<file path="src/rtl/pim_unroll_pkg.sv">
package pim_unroll_pkg;

  localparam int NUM_CHAN = 32;
  localparam int CHAN_W   = $clog2(NUM_CHAN);

  typedef enum logic [3:0] {
    OP_WR_ONE      = 4'd0,
    OP_WR_ALL      = 4'd1,
    OP_WR_GLOBAL   = 4'd2,
    OP_WR_BIAS     = 4'd3,
    OP_RD_ACC      = 4'd4,
    OP_RD_ACT      = 4'd5,
    OP_RD_ONE      = 4'd6,
    OP_CP_TO_GLB   = 4'd7,
    OP_CP_FROM_GLB = 4'd8,
    OP_MAC_ONE     = 4'd9,
    OP_MAC_ALL     = 4'd10,
    OP_ACT         = 4'd11,
    OP_EW_MUL      = 4'd12,
    OP_EW_ADD      = 4'd13,
    OP_BARRIER     = 4'd14,
    OP_END         = 4'd15
  } pimOp_e;

  // strobes from control to datapath
  typedef struct packed {
    logic load;
    logic advCol;
    logic nextChan;
  } dpCtrl_t;

  // opcode whose column count follows the operand size
  function automatic logic isSized(input logic [3:0] op);
    case (op)
      OP_WR_GLOBAL, OP_CP_TO_GLB, OP_CP_FROM_GLB, OP_MAC_ONE,
      OP_MAC_ALL, OP_EW_MUL, OP_EW_ADD: isSized = 1'b1;
      default:                          isSized = 1'b0;
    endcase
  endfunction

  // opcode that must wait for downstream execution
  function automatic logic isHold(input logic [3:0] op);
    case (op)
      OP_RD_ACC, OP_RD_ACT, OP_BARRIER, OP_END: isHold = 1'b1;
      default:                                  isHold = 1'b0;
    endcase
  endfunction

  // opcode that issues no column requests at all
  function automatic logic isFence(input logic [3:0] op);
    isFence = (op == OP_BARRIER) || (op == OP_END);
  endfunction

endpackage

</file>
<file path="src/rtl/pim_unroll_dp.sv">
module pim_unroll_dp
  import pim_unroll_pkg::*;
#(
  parameter int BANK_W = 4,
  parameter int ROW_W  = 14,
  parameter int COL_W  = 6,
  parameter int REG_W  = 4
) (
  input  logic                clk,
  input  logic                rst_n,
  input  dpCtrl_t             dpCtrl,
  input  logic [3:0]          instOp,
  input  logic [NUM_CHAN-1:0] instMask,
  input  logic [COL_W-1:0]    instSize,
  input  logic [BANK_W-1:0]   instBank,
  input  logic [ROW_W-1:0]    instRow,
  input  logic [REG_W-1:0]    instReg,
  output logic [CHAN_W-1:0]   reqChan,
  output logic [BANK_W-1:0]   reqBank,
  output logic [ROW_W-1:0]    reqRow,
  output logic [COL_W-1:0]    reqCol,
  output logic [3:0]          reqOp,
  output logic [REG_W-1:0]    reqReg,
  output logic                lastCol,
  output logic                moreChan
);

  localparam logic [COL_W-1:0] ONE_COL = COL_W'(1);

  logic [NUM_CHAN-1:0] pendMask;
  logic [COL_W-1:0]    colCnt;
  logic [COL_W-1:0]    colLast;
  logic [COL_W-1:0]    sizeEff;
  logic [COL_W-1:0]    colLastNext;
  logic [NUM_CHAN-1:0] chanBit;

  function automatic logic [CHAN_W-1:0] lowestSet(input logic [NUM_CHAN-1:0] m);
    lowestSet = '0;
    for (int i = NUM_CHAN - 1; i >= 0; i--) begin
      if (m[i]) lowestSet = i[CHAN_W-1:0];
    end
  endfunction

  always_comb begin
    sizeEff     = (instSize == '0) ? ONE_COL : instSize;
    colLastNext = isSized(instOp) ? (sizeEff - ONE_COL) : '0;
  end

  assign reqChan  = lowestSet(pendMask);
  assign chanBit  = {{(NUM_CHAN-1){1'b0}}, 1'b1} << reqChan;
  assign reqCol   = colCnt;
  assign lastCol  = (colCnt == colLast);
  assign moreChan = ($countones(pendMask) > 1);

  always_ff @(posedge clk) begin
    if (!rst_n) begin
      pendMask <= '0;
      colCnt   <= '0;
      colLast  <= '0;
      reqBank  <= '0;
      reqRow   <= '0;
      reqOp    <= '0;
      reqReg   <= '0;
    end else if (dpCtrl.load) begin
      pendMask <= instMask;
      colCnt   <= '0;
      colLast  <= colLastNext;
      reqBank  <= instBank;
      reqRow   <= instRow;
      reqOp    <= instOp;
      reqReg   <= instReg;
    end else if (dpCtrl.nextChan) begin
      pendMask <= pendMask & ~chanBit;
      colCnt   <= '0;
    end else if (dpCtrl.advCol) begin
      colCnt   <= colCnt + ONE_COL;
    end
  end

endmodule

</file>
<file path="src/rtl/pim_unroll_ctrl.sv">
module pim_unroll_ctrl
  import pim_unroll_pkg::*;
(
  input  logic                clk,
  input  logic                rst_n,
  input  logic                instValid,
  input  logic [3:0]          instOp,
  input  logic [NUM_CHAN-1:0] instMask,
  input  logic                reqReady,
  input  logic                execDone,
  input  logic                lastCol,
  input  logic                moreChan,
  output logic                instReady,
  output logic                reqValid,
  output logic                errFlag,
  output logic                doneFlag,
  output dpCtrl_t             dpCtrl
);

  typedef enum logic [1:0] {S_IDLE, S_ISSUE, S_WAIT, S_DONE} state_e;

  state_e state, stateNext;
  logic   holdR, endR;
  logic   accept, badMask, setErr;

  assign accept  = instValid && (state == S_IDLE);
  assign badMask = (instOp == OP_WR_ALL) && ($countones(instMask) != 1);

  always_comb begin
    stateNext = state;
    dpCtrl    = '0;
    setErr    = 1'b0;
    unique case (state)
      S_IDLE: begin
        if (accept) begin
          dpCtrl.load = 1'b1;
          if (badMask)                  setErr    = 1'b1;
          else if (isFence(instOp))     stateNext = S_WAIT;
          else if (instMask == '0)      stateNext = isHold(instOp) ? S_WAIT : S_IDLE;
          else                          stateNext = S_ISSUE;
        end
      end
      S_ISSUE: begin
        if (reqReady) begin
          if (!lastCol)      dpCtrl.advCol = 1'b1;
          else if (moreChan) dpCtrl.nextChan = 1'b1;
          else               stateNext = holdR ? S_WAIT : S_IDLE;
        end
      end
      S_WAIT: begin
        if (execDone) stateNext = endR ? S_DONE : S_IDLE;
      end
      S_DONE: stateNext = S_DONE;
      default: stateNext = S_IDLE;
    endcase
  end

  always_ff @(posedge clk) begin
    if (!rst_n) begin
      state   <= S_IDLE;
      holdR   <= 1'b0;
      endR    <= 1'b0;
      errFlag <= 1'b0;
    end else begin
      state <= stateNext;
      if (accept) begin
        holdR <= isHold(instOp);
        endR  <= (instOp == OP_END);
      end
      if (setErr) errFlag <= 1'b1;
    end
  end

  assign instReady = (state == S_IDLE);
  assign reqValid  = (state == S_ISSUE);
  assign doneFlag  = (state == S_DONE);

  // the error flag never clears on its own
  p_err_sticky_r5: assert property (@(posedge clk) disable iff (!rst_n)
    errFlag |=> errFlag);

  // end of compute is terminal
  p_done_final_r7: assert property (@(posedge clk) disable iff (!rst_n)
    doneFlag |=> doneFlag && !instReady && !reqValid);

  // a held instruction releases only on execDone
  p_hold_release_r6: assert property (@(posedge clk) disable iff (!rst_n)
    (state == S_WAIT && !execDone) |=> !instReady);

endmodule

</file>
<file path="src/rtl/pim_unroller.sv">
module pim_unroller
  import pim_unroll_pkg::*;
#(
  parameter int BANK_W = 4,
  parameter int ROW_W  = 14,
  parameter int COL_W  = 6,
  parameter int REG_W  = 4
) (
  input  logic                clk,
  input  logic                rst_n,
  input  logic                instValid,
  output logic                instReady,
  input  logic [3:0]          instOp,
  input  logic [NUM_CHAN-1:0] instMask,
  input  logic [COL_W-1:0]    instSize,
  input  logic [BANK_W-1:0]   instBank,
  input  logic [ROW_W-1:0]    instRow,
  input  logic [REG_W-1:0]    instReg,
  output logic                reqValid,
  input  logic                reqReady,
  output logic [CHAN_W-1:0]   reqChan,
  output logic [BANK_W-1:0]   reqBank,
  output logic [ROW_W-1:0]    reqRow,
  output logic [COL_W-1:0]    reqCol,
  output logic [3:0]          reqOp,
  output logic [REG_W-1:0]    reqReg,
  input  logic                execDone,
  output logic                errFlag,
  output logic                doneFlag
);

  dpCtrl_t dpCtrl;
  logic    lastCol, moreChan;

  pim_unroll_ctrl u_ctrl (
    .clk       (clk),
    .rst_n     (rst_n),
    .instValid (instValid),
    .instOp    (instOp),
    .instMask  (instMask),
    .reqReady  (reqReady),
    .execDone  (execDone),
    .lastCol   (lastCol),
    .moreChan  (moreChan),
    .instReady (instReady),
    .reqValid  (reqValid),
    .errFlag   (errFlag),
    .doneFlag  (doneFlag),
    .dpCtrl    (dpCtrl)
  );

  pim_unroll_dp #(
    .BANK_W (BANK_W),
    .ROW_W  (ROW_W),
    .COL_W  (COL_W),
    .REG_W  (REG_W)
  ) u_dp (
    .clk      (clk),
    .rst_n    (rst_n),
    .dpCtrl   (dpCtrl),
    .instOp   (instOp),
    .instMask (instMask),
    .instSize (instSize),
    .instBank (instBank),
    .instRow  (instRow),
    .instReg  (instReg),
    .reqChan  (reqChan),
    .reqBank  (reqBank),
    .reqRow   (reqRow),
    .reqCol   (reqCol),
    .reqOp    (reqOp),
    .reqReg   (reqReg),
    .lastCol  (lastCol),
    .moreChan (moreChan)
  );

  // a stalled request holds still
  p_req_stable_r4: assert property (@(posedge clk) disable iff (!rst_n)
    (reqValid && !reqReady) |=> reqValid && $stable(reqChan) && $stable(reqCol)
      && $stable(reqRow) && $stable(reqBank) && $stable(reqOp) && $stable(reqReg));

  // no new instruction while requests are outstanding
  p_busy_no_accept_r8: assert property (@(posedge clk) disable iff (!rst_n)
    reqValid |-> !instReady);

  // channel index never decreases within one burst
  p_chan_ascend_r2: assert property (@(posedge clk) disable iff (!rst_n)
    (reqValid && $past(reqValid) && $past(reqReady)) |-> (reqChan >= $past(reqChan)));

endmodule

</file>
<file path="config.mk">
export PLATFORM = sky130hd
export DESIGN_NAME = pim_unroller
export DESIGN_NICKNAME = d
export VERILOG_FILES = /design/src/rtl/pim_unroll_pkg.sv /design/src/rtl/pim_unroll_dp.sv /design/src/rtl/pim_unroll_ctrl.sv /design/src/rtl/pim_unroller.sv
export SDC_FILE = /design/constraint.sdc
export NUM_CORES = 1
export LEC_CHECK = 0
export BUFFER_PORTS_ARGS = -buffer_cell sky130_fd_sc_hd__clkbuf_2
export CAP_MARGIN = 20
export CORE_UTILIZATION = 55
export CTS_CLUSTER_DIAMETER = 40
export DETAILED_ROUTE_END_ITERATION = 7
export PLACE_DENSITY = 0.79
export SLEW_MARGIN = 10
export SYNTH_ARGS = -nofsm -noshare
export SYNTH_HDL_FRONTEND = slang
export SYNTH_SLANG_ARGS = --single-unit
</file>
<file path="constraint.sdc">
create_clock -name clk -period 14.1 [get_ports clk]
set_clock_uncertainty 0.05 [all_clocks]
set_input_delay 3.525 -clock clk [delete_from_list [all_inputs] [get_ports clk]]
set_output_delay 3.525 -clock clk [all_outputs]
set_load 0.01 [all_outputs]
</file>
==> flow_metrics.env <==
export IMPL_status="complete, no violations"
export IMPL_vias_per_cell=5.525
export IMPL_rsz0062_at_grt="no"
export IMPL_cp_data_required_time_ps=14250
export IMPL_synth_cell_types=50
export IMPL_drive_above_1_share_pct=18.08
export IMPL_tns_ps=0
export IMPL_core_sq_um=10370
export IMPL_postCtsHoldBufs=0
export IMPL_setup_viol=0
export IMPL_cts_buffer_depth=2
export IMPL_grt_max_degree=55
export IMPL_cellLeakagePower_nw=3.395
export IMPL_row_count=37
export IMPL_end_kind="flip-flop"
export IMPL_postCtsSetupRepairBufs=0
export IMPL_grt_usage_pct=28.45
export IMPL_path_class="primary input to flip-flop"
export IMPL_portBuffers=109
export IMPL_grt_pass1_wl_microns=24910
export IMPL_syn_to_final_growth_pct=14.70
export IMPL_final_common_cell="inv_1"
export IMPL_wirelength_microns=15020
export IMPL_hold_slack_ps=409.6
export IMPL_worstHoldStart="u_dp.reqBank[3]"
export IMPL_cts_sinks=75
export IMPL_synthFlopType="dfxtp_1"
export IMPL_synth_fp_nets=860
export IMPL_ir_drop_uv=134.0
export IMPL_ys_seq_area_share_pct=25.31
export IMPL_async_reset_ff_share_pct=0
export IMPL_cp_cell_sequence="clkbuf_2 -> inv_1 -> ha_1 -> inv_1 -> fa_1 -> inv_1 -> fa_1 -> inv_1 -> fa_1 -> fa_1 -> fa_1 -> inv_1 -> ha_1 -> fa_1 -> and2_1 -> a21oi_1 -> o21ai_0 -> nand2_1 -> nor2_1 -> a311oi_1 -> nor3_1"
export IMPL_synth_edf_count=0
export IMPL_die_area_sq_um=11210
export IMPL_dr_first_iter_drc_count=343
export IMPL_clk_pin_slew_ps=100
export IMPL_crit_arrival_ps=8200
export IMPL_antennaDiodeCount=0
export IMPL_crit_path_top_delay_cell="fa_1"
export IMPL_finalCriticalPeriod_ps=8050
export IMPL_initial_utilization_pct=57.22
export IMPL_syn_cell_area_sq_um=5933
export IMPL_critical_path_max_fanout=3
export IMPL_place_hpwl_microns=12330
export IMPL_nNetsFinal=964
export IMPL_h_tree_depth=3
export IMPL_syn_avg_cell_area_sq_um=8.842
export IMPL_grt_pass1_vias=4982
export IMPL_postSynthCellCount=671
export IMPL_slew_viol_final=0
export IMPL_start_kind="primary input"
export IMPL_worst_skew_pair_late_latency_ps=350
export IMPL_worstMarginPinSlew_ps=1001
export IMPL_num_io_pins=110
export IMPL_die_h_microns=105.9
export IMPL_fmax_ghz=0.1242
export IMPL_gp_congestion=0.9149
export IMPL_drc=0
export IMPL_max_cap_violations=0
export IMPL_die_w_microns=105.9
export IMPL_final_hold_viol_count=0
export IMPL_critPathMaxStageDelay_ps=570
export IMPL_ant_nets=0
export IMPL_routedWlPerCell_microns=16.40
export IMPL_synth_warnings=0
export IMPL_critPathLaunch="instMask[30]"
export IMPL_cts_tree="done"
export IMPL_crit_top_cell="fa_1"
export IMPL_power_density_nw_per_um2=203.3
export IMPL_cts_resized=0
export IMPL_firstDrtPassIters=6
export IMPL_vias=5061
export IMPL_cts_buffers=9
export IMPL_hp_class="flip-flop to flip-flop"
export IMPL_finalCritPeriodShare_pct=57.09
export IMPL_grt_ovfl_total=0
export IMPL_max_slew_margin_rel_pct=33.25
export IMPL_antenna_found_initial=0
export IMPL_ys_ff_latch=75
export IMPL_mostFrequentLayoutCells="inv_1, clkbuf_2, dfxtp_1, nand2_1, ha_1"
export IMPL_reg2reg_from="u_dp.pendMask[9]"
export IMPL_clockRootBuffer="clkbuf_8"
[registers in the layout (all words and copies together), names as in the netlist]
register	count
u_dp.pendMask	32
u_ctrl.errFlag	1
u_dp.colLast	6
u_ctrl.endR	1
u_ctrl.state	2
u_dp.reqBank	4
u_dp.reqOp	4
u_ctrl.holdR	1
u_dp.reqCol	6
u_dp.reqRow	14
u_dp.reqReg	4
[final cells by class]
cell class / instances / area (sq um)
inverters: 113 / 424.2
multi-input cells: 464 / 3936
well taps: 136 / 170.2
clock buffers: 9 / 123.9
flip-flops and latches: 75 / 1501
clock inverters: 7 / 81.33
repair buffers: 112 / 568.0
fillers: 896 / 3565
[synth_stat cells (3+ instances only)]
master / instances / share of area (%)
nor4_1: 7 / 0.74
inv_1: 111 / 7.0
a21oi_1: 47 / 4.0
fa_1: 52 / 18
dfxtp_1: 75 / 25
nand3_1: 9 / 0.76
nor2b_1: 5 / 0.53
a211oi_1: 15 / 1.9
o21ai_0: 9 / 0.76
a32o_1: 15 / 2.5
a31oi_1: 3 / 0.32
nor2_1: 49 / 3.1
nor3_1: 10 / 0.84
clkbuf_1: 17 / 1.1
o21ai_1: 7 / 0.59
nand4_1: 14 / 1.5
a2111oi_0: 3 / 0.44
and3_1: 4 / 0.42
nand2_1: 74 / 4.7
xor2_1: 10 / 1.5
and2_1: 5 / 0.53
xnor2_1: 8 / 1.2
ha_1: 68 / 14
nand2b_1: 3 / 0.32
mux2i_1: 17 / 2.9
[worst paths after layout]
path	endpoint	slack (ps)	cells past startpoint
max	u_ctrl.state[1]	6050	21
max reg2reg	u_dp.pendMask[10]	8250	16
min reg2reg	u_dp.reqBank[3]	410	2
min	u_dp.reqBank[3]	410	2
[through the flow]
stage,cell area [sq um],instances,utilization (%),total power [mW],setup slack [ps]
2_1_floorplan,5933,671,-,0.9599,6141
3_3_place_gp,6585,898,63.50,1.166,5795
3_5_place_dp,6585,898,63.50,1.220,5675
4_1_cts,6790,914,65.48,1.392,6036
5_1_grt,6805,916,65.63,1.546,5763
6_report,6805,916,65.63,1.384,6050
[report_power, final]
| group | total [mW] | switching, mW | internal [mW] | leakage (nW) |
|---|---|---|---|---|
| registers | 0.288 | 0.0419 | 0.246 | 0.614 |
| clock network | 0.168 | 0.0968 | 0.0709 | 0.104 |
| logic | 0.928 | 0.539 | 0.389 | 2.68 |
[critical path: cells and delay by family]
family / cells / cell delay [ps]
AND/OR/NAND/NOR: 4 / 390
AO/OA/AOI/OAI: 3 / 490
adder cells (fa/ha/maj): 8 / 3390
buffers and inverters: 6 / 410
[routing by layer]
metal / share of wire, % / up-vias / GRT usage (%) / routed length, microns
met2: 49 / 202 / 48.09 / 7360
met3: 6.7 / 28 / 4.886 / 1011
met4: 2.2 / 0 / 8.135 / 336
met1: 42 / 2382 / 37.32 / 6309
li1: - / 2449 / - / -
met5: 0 / - / 0 / 0
[kinds of logic after synthesis]
kind of cell	share of synthesized area (%)
DFF	25.31
muxes	3.247
and+or+nand+nor	16.64
xor gates and xnor gates	2.657
AOI/OAI and AO/OA	11.89
adders and majority gates	31.89
buffers and inverters	8.372
Note: power is estimated with default switching activity, not from simulation.
